## src/rtl/sif_pkg.sv

```systemverilog
package sif_pkg;
  localparam int BYTE_W = 8;
  localparam int LOC_W  = 4;
  localparam int BIT_W  = $clog2(BYTE_W);

  typedef enum logic [1:0] {ST_INSTR, ST_WR, ST_RD} sif_state_t;

  function automatic logic pick_bit(input logic [BYTE_W-1:0] b,
                                    input logic [BIT_W-1:0] idx,
                                    input logic lsbf);
    logic [BIT_W-1:0] rev;
    rev = BIT_W'(BYTE_W - 1) - idx;
    return lsbf ? b[idx] : b[rev];
  endfunction
endpackage

```

## src/rtl/sif_sync.sv

```systemverilog
module sif_sync #(
  parameter int W      = 1,
  parameter int STAGES = 2,
  parameter logic [W-1:0] RST_VAL = '0
) (
  input  logic         clk,
  input  logic         rst,
  input  logic [W-1:0] d,
  output logic [W-1:0] q
);
  logic [W-1:0] stg [STAGES];

  always_ff @(posedge clk) begin
    if (rst) stg[0] <= RST_VAL;
    else     stg[0] <= d;
  end

  for (genvar i = 1; i < STAGES; i++) begin : g_stage
    always_ff @(posedge clk) begin
      if (rst) stg[i] <= RST_VAL;
      else     stg[i] <= stg[i-1];
    end
  end

  assign q = stg[STAGES-1];
endmodule

```

## src/rtl/sif_timeout.sv

```systemverilog
module sif_timeout #(
  parameter int LIMIT = 250000
) (
  input  logic clk,
  input  logic rst,
  input  logic activity,
  output logic fire
);
  localparam int CW = $clog2(LIMIT + 1);
  localparam logic [CW-1:0] LIM   = CW'(LIMIT);
  localparam logic [CW-1:0] LIM_M = CW'(LIMIT - 1);

  logic [CW-1:0] cnt;

  always_ff @(posedge clk) begin
    if (rst || activity) cnt <= '0;
    else if (cnt != LIM) cnt <= cnt + 1'b1;
  end

  assign fire = (cnt == LIM_M) && !activity;

  assert_cnt_bound_R11: assert property (@(posedge clk) disable iff (rst)
    cnt <= LIM);
endmodule

```

## src/rtl/sif_engine.sv

```systemverilog
module sif_engine
  import sif_pkg::*;
(
  input  logic              clk,
  input  logic              rst,
  input  logic              sck_rise,
  input  logic              sck_fall,
  input  logic              cs_n_s,
  input  logic              sd_s,
  input  logic              abort,
  input  logic              addr_down,
  input  logic              lsb_first,
  input  logic [BYTE_W-1:0] rdata,
  output logic [LOC_W-1:0]  loc,
  output logic [BYTE_W-1:0] wdata,
  output logic              we,
  output logic              sd_out,
  output logic              sd_oe
);
  sif_state_t        st;
  logic [BIT_W-1:0]  bitcnt;
  logic [BYTE_W-1:0] sh_in;
  logic [BYTE_W-1:0] rbyte;
  logic [1:0]        left;
  logic              load_pend;

  logic              fall_ok, rise_ok, last_bit;
  logic [BYTE_W-1:0] msb_byte, data_byte;
  logic [LOC_W-1:0]  loc_next;

  assign fall_ok   = sck_fall && !cs_n_s;
  assign rise_ok   = sck_rise && !cs_n_s;
  assign last_bit  = (bitcnt == BIT_W'(BYTE_W - 1));
  assign msb_byte  = {sh_in[BYTE_W-2:0], sd_s};
  assign data_byte = lsb_first ? {sd_s, sh_in[BYTE_W-1:1]} : msb_byte;
  assign loc_next  = addr_down ? loc - 1'b1 : loc + 1'b1;

  always_ff @(posedge clk) begin
    if (rst) begin
      st        <= ST_INSTR;
      bitcnt    <= '0;
      sh_in     <= '0;
      rbyte     <= '0;
      left      <= '0;
      load_pend <= 1'b0;
      loc       <= '0;
      wdata     <= '0;
      we        <= 1'b0;
      sd_out    <= 1'b0;
      sd_oe     <= 1'b0;
    end else begin
      we <= 1'b0;
      if (abort) begin
        st        <= ST_INSTR;
        bitcnt    <= '0;
        load_pend <= 1'b0;
        sd_oe     <= 1'b0;
      end else begin
        if (we) loc <= loc_next;
        if (load_pend) begin
          load_pend <= 1'b0;
          rbyte     <= rdata;
          sd_out    <= pick_bit(rdata, '0, lsb_first);
          sd_oe     <= 1'b1;
        end
        case (st)
          ST_INSTR: begin
            if (cs_n_s) begin
              bitcnt <= '0;
            end else if (sck_fall) begin
              sh_in <= msb_byte;
              if (last_bit) begin
                bitcnt <= '0;
                loc    <= msb_byte[LOC_W-1:0];
                left   <= (msb_byte[6:5] == 2'b11) ? 2'd2 : msb_byte[6:5];
                if (msb_byte[7]) begin
                  st        <= ST_RD;
                  load_pend <= 1'b1;
                end else begin
                  st <= ST_WR;
                end
              end else begin
                bitcnt <= bitcnt + 1'b1;
              end
            end
          end
          ST_WR: begin
            if (fall_ok) begin
              sh_in <= data_byte;
              if (last_bit) begin
                bitcnt <= '0;
                we     <= 1'b1;
                wdata  <= data_byte;
                if (left == 2'd0) st <= ST_INSTR;
                else              left <= left - 1'b1;
              end else begin
                bitcnt <= bitcnt + 1'b1;
              end
            end
          end
          ST_RD: begin
            if (rise_ok && bitcnt != '0)
              sd_out <= pick_bit(rbyte, bitcnt, lsb_first);
            if (fall_ok) begin
              if (last_bit) begin
                bitcnt <= '0;
                if (left == 2'd0) begin
                  st    <= ST_INSTR;
                  sd_oe <= 1'b0;
                end else begin
                  left      <= left - 1'b1;
                  loc       <= loc_next;
                  load_pend <= 1'b1;
                end
              end else begin
                bitcnt <= bitcnt + 1'b1;
              end
            end
          end
          default: st <= ST_INSTR;
        endcase
      end
    end
  end

  // the strobe lasts one cycle
  assert_we_pulse_R3: assert property (@(posedge clk) disable iff (rst)
    we |=> !we);

  // location moves one step after each written byte
  assert_loc_step_R4: assert property (@(posedge clk) disable iff (rst)
    (we && !abort) |=> (loc == ($past(addr_down) ? $past(loc) - 4'd1
                                                 : $past(loc) + 4'd1)));

  // the line is driven only inside a read
  assert_oe_in_read_R8: assert property (@(posedge clk) disable iff (rst)
    sd_oe |-> (st == ST_RD));

  // a deselected instruction phase keeps no partial bits
  assert_cs_discard_R9: assert property (@(posedge clk) disable iff (rst)
    (st == ST_INSTR && cs_n_s) |=> (bitcnt == '0));
endmodule

```

## src/rtl/sreg_serial_if.sv

```systemverilog
module sreg_serial_if
  import sif_pkg::*;
#(
  parameter int TIMEOUT_CYC = 250000,
  parameter int SYNC_STAGES = 2
) (
  input  logic       clk,
  input  logic       rst,
  input  logic       sck,
  input  logic       cs_n,
  input  logic       sd_in,
  output logic       sd_out,
  output logic       sd_oe,
  input  logic       addr_down,
  input  logic       lsb_first,
  output logic [3:0] reg_addr,
  output logic [7:0] reg_wdata,
  output logic       reg_we,
  input  logic [7:0] reg_rdata
);
  logic [2:0] raw_in, syn_in;
  logic       sck_s, cs_s, sd_s, sck_q;
  logic       rise, fall, tmo_fire;

  assign raw_in = {cs_n, sck, sd_in};

  sif_sync #(.W(3), .STAGES(SYNC_STAGES), .RST_VAL(3'b100)) u_sync (
    .clk (clk), .rst (rst), .d (raw_in), .q (syn_in)
  );

  assign cs_s  = syn_in[2];
  assign sck_s = syn_in[1];
  assign sd_s  = syn_in[0];

  always_ff @(posedge clk) begin
    if (rst) sck_q <= 1'b0;
    else     sck_q <= sck_s;
  end

  assign rise = sck_s && !sck_q;
  assign fall = !sck_s && sck_q;

  sif_timeout #(.LIMIT(TIMEOUT_CYC)) u_tmo (
    .clk (clk), .rst (rst), .activity (rise || fall), .fire (tmo_fire)
  );

  sif_engine u_eng (
    .clk       (clk),
    .rst       (rst),
    .sck_rise  (rise),
    .sck_fall  (fall),
    .cs_n_s    (cs_s),
    .sd_s      (sd_s),
    .abort     (tmo_fire),
    .addr_down (addr_down),
    .lsb_first (lsb_first),
    .rdata     (reg_rdata),
    .loc       (reg_addr),
    .wdata     (reg_wdata),
    .we        (reg_we),
    .sd_out    (sd_out),
    .sd_oe     (sd_oe)
  );

  // a timeout releases the line on the next cycle
  assert_tmo_release_R11: assert property (@(posedge clk) disable iff (rst)
    tmo_fire |=> !sd_oe);
endmodule

```

## config.mk

```make
export PLATFORM = sky130hd
export DESIGN_NAME = sreg_serial_if
export DESIGN_NICKNAME = d
export VERILOG_FILES = /design/src/rtl/sif_pkg.sv /design/src/rtl/sif_sync.sv /design/src/rtl/sif_timeout.sv /design/src/rtl/sif_engine.sv /design/src/rtl/sreg_serial_if.sv
export SDC_FILE = /design/constraint.sdc
export NUM_CORES = 1
export LEC_CHECK = 0
export BUFFER_PORTS_ARGS = -buffer_cell sky130_fd_sc_hd__buf_2
export CAP_MARGIN = 20
export CORE_MARGIN = 3
export CORE_UTILIZATION = 37
export DETAILED_ROUTE_END_ITERATION = 10
export PLACE_DENSITY = 0.59
export SKIP_LAST_GASP = 1
export SYNTH_ARGS = -nofsm -noshare
export SYNTH_HDL_FRONTEND = slang
export SYNTH_SLANG_ARGS = --single-unit
export TNS_END_PERCENT = 1
```

## constraint.sdc

```tcl
create_clock -name clk -period 4.6 [get_ports clk]
set_input_delay 0.69 -clock clk [delete_from_list [all_inputs] [get_ports clk]]
set_output_delay 0.69 -clock clk [all_outputs]
set_load 0.05 [all_outputs]
```

==> out/results.tsv <==
stage	metric	value	unit
run_status	run status	completed	
cts	Setup Fix Bufs, Post-CTS	0	
global_route	total gr overflow	0	
critical_path	Arr. time, crit path	2.98	ns
placed_design	RD Place Congestion	0.779	
timing	final setup vio count	0	
timing	minimum clock period	2.71	ns
drt	Routed Antenna Nets	0	
timing	final hold vios	0	
global_route	GRT Resource Usage Total	0.140	
cts	CTS tree	built	
layout	FILL cells	855	
synth	Synthesis Warnings	0	
drt	Via density	5.19	
critical_path	Setup crit start kind	register	
global_route	initial antenna violation count	0	
placed_design	Post-DP Area	3590	um2
layout	area grow syn2layout	13.1	%
timing	f_max	369	MHz
floorplanning	# IOs	30	
worst_hold_path	Min-Delay Path Depth	1	
floorplanning	Core Region	8810	um2
floorplanning	DIE AREA	10400	um2
power	pwr/cell area	307	nW/um2
timing	clk_skew	0.00716	ns
layout	fin nets	420	
timing	final slew viol count	0	
synth	Synth async-reset ratio	0	
floorplanning	height of the die	102	um
synth	Post-Synthesis Net Count	396	
power	Switch Pwr	0.000253	W
cts	# H-tree levels	3	
placed_design	dpl cells	486	
run	total of max-cap violations	0	
critical_path	Critical Path Sink Type	register	
synth	Synth Register Bits	64	
cts	largest buffer count on any clock path	2	
layout	non-filler instance count after layout	503	
power	Leakage	1.52	nW
power	Switching Share	0.214	
synth	ys flop type	dfxtp_1	
drt	Detailed Route Iter0 Violations	114	
critical_path	Crit Path Max Fanout	13	
layout	final core occ	0.436	
floorplanning	site row count	34	
critical_path	Worst EP required	4.87	ns
layout	final instance area	3840	um2
cts	cell at the root of the clock tree	clkbuf_8	
cts	post-cts sizing count	0	
drt	DR WL/cell	13.3	um
layout	layout cells sized above 1	0.210	
power	part of the power in combinational logic	0.039	
global_route	vias in the first global route	2484	
floorplanning	Initial Utilization	0.386	
cts	CTS buffer count	9	
synth	synthesized cell area	3400	um2
synth	Post-synth EDFFs	0	
power	clock network fraction of total power	0.483	
drt	first-pass detailed-route iteration total	4	
power	Int Pwr	0.000927	W
power	Seq pwr share	0.479	
timing	period utilization	0.589	
synth	Post-Synthesis Cells	366	
synth	syn_area_per_cell	9.28	um2
timing	worst slew pin tran	0.806	ns
global_route	first-pass GRT wire length	11500	um
synth	fraction of the yosys area taken by sequential cells	0.377	
timing	Worst Hold Slack	0.411	ns
drt	via count	2611	
power	peak supply drop	109	uV
drt	final wirelength	6670	um
layout	Ant. Diodes	0	
cts	Worst-path clk slew	0.07	ns
cts	clk_lat worst skew	0.34	ns
timing	Max-slew headroom	0.458	
floorplanning	Die W	102	um
cts	CTS Sinks	64	
placed_design	hpwl dp	4660	um
drt	# DRC	0	
global_route	largest net degree at the start of global routing	41	
critical_path	Worst R2R Path Depth	8	
timing	RSZ-0062 raised after global routing	false	
critical_path	kind of critical path	reg2reg	
cts	Hold-fix buffers, CTS	0	
placed_design	Port Buffers	29	
synth	Netlist cell types	53	
timing	setup TNS	0	ns
worst_hold_path	Hold Path Class	reg2reg	
## worst max-delay path: stages (launching register included)
cell and delay (ns):
dfxtp_1 0.57, ha_1 0.23, ha_1 0.18, nand3b_1 0.38, a21oi_1 0.32, nor2_1 0.06
or3_2 0.47, a211o_1 0.29, a21oi_1 0.13
## Yosys cell counts, types with 7 or more instances
master	instances	share of area
nor2_1	65	0.072
dfxtp_1	64	0.38
nand2_1	24	0.027
mux2i_1	21	0.062
nand3_1	18	0.027
clkbuf_1	14	0.015
ha_1	14	0.052
inv_1	14	0.015
xor2_1	12	0.031
a211oi_2	11	0.041
a21oi_1	11	0.016
nand2b_1	10	0.018
a311oi_2	8	0.035
nor3_1	7	0.010
## path summary, 6_finish.rpt
path	start	to	slack, ns
max	u_eng.bitcnt[0]$_SDFFE_PP0P_	u_eng.left[1]$_SDFFE_PP0P_	1.89
min	u_sync.stg[0][2]$_SDFF_PP1_	u_sync.stg[1][2]$_SDFF_PP1_	0.41
max reg2reg	u_eng.bitcnt[0]$_SDFFE_PP0P_	u_eng.left[1]$_SDFFE_PP0P_	1.89
min reg2reg	u_sync.stg[0][2]$_SDFF_PP1_	u_sync.stg[1][2]$_SDFF_PP1_	0.41
## layout by cell type (no fill, tap or decap), drive strengths merged, types with 2 or more instances in the layout
cell type	Yosys	routed
nand2b	10	10
a21o	3	3
nor2b	5	5
mux2i	21	21
nor3	9	9
ha	14	14
nor2	65	65
and2	2	2
inv	14	14
a22oi	2	2
a211oi	13	13
nand3	18	18
o21ai	5	5
or2	2	2
nor4	2	2
nand3b	2	2
a21oi	12	12
or4b	2	2
a311oi	9	9
mux4	4	4
bufinv	0	2
a31oi	2	2
nor3b	3	3
nand4	5	5
o21a	2	2
o31ai	2	2
buf	4	31
xor2	12	12
clkbuf	14	12
clkinvlp	0	2
dfxtp	64	64
xnor2	5	5
nand2	25	25
and3	4	4
## flip-flops by register name, indices dropped and copies added (netlist names), 2 cells and up
| register | cells |
|---|---|
| u_eng.left | 2 |
| u_eng.wdata | 8 |
| u_eng.rbyte | 8 |
| u_sync.stg | 6 |
| u_eng.loc | 4 |
| u_eng.sh_in | 8 |
| u_tmo.cnt | 18 |
| u_eng.st | 2 |
| u_eng.bitcnt | 3 |
## power groups by stage
stage	clock, W	combinational [W]	sequential [W]
2_1_floorplan	0	0.0000336	0.000575
3_3_place_gp	0	0.0000457	0.000577
3_5_place_dp	0	0.0000462	0.000578
4_1_cts	0.000587	0.0000463	0.000565
5_1_grt	0.000610	0.0000511	0.000566
6_report	0.000569	0.0000456	0.000565
## metal layers
metal  track usage  up-vias  share of wire
li1              -     1327              -
met1         0.185     1235           0.50
met3        0.0317       14          0.029
met5             0        -              0
met4        0.0695        0          0.024
met2         0.216       35           0.44
## stage by stage
| step | power, W | setup WS (ns) |
|---|---|---|
| 2_1_floorplan | 0.000609 | 2.44 |
| 3_3_place_gp | 0.000623 | 2.04 |
| 3_5_place_dp | 0.000624 | 1.92 |
| 4_1_cts | 0.00120 | 1.90 |
| 5_1_grt | 0.00123 | 1.61 |
| 6_report | 0.00118 | 1.89 |
## logic make-up after synthesis
family | share of synthesized area
buffers and inverters | 0.0431
DFF | 0.377
muxes | 0.0917
xor gates and xnor gates | 0.0508
and+or+nand+nor | 0.231
adders and majority gates | 0.0575
AOI/OAI and AO/OA | 0.149
## layout make-up
type	instances	area [um2]	area share
Multi-Input combinational cell	270	1970	0.512
Timing Repair Buffer	31	164	0.0427
Clock buffer	12	165	0.0430
Tap cell	108	135	0.0352
Inverter	14	52.6	0.0137
Clock inverter	4	75.1	0.0195
Sequential cell	64	1280	0.334
No activity file was read; power rests on OpenSTA's default activity.
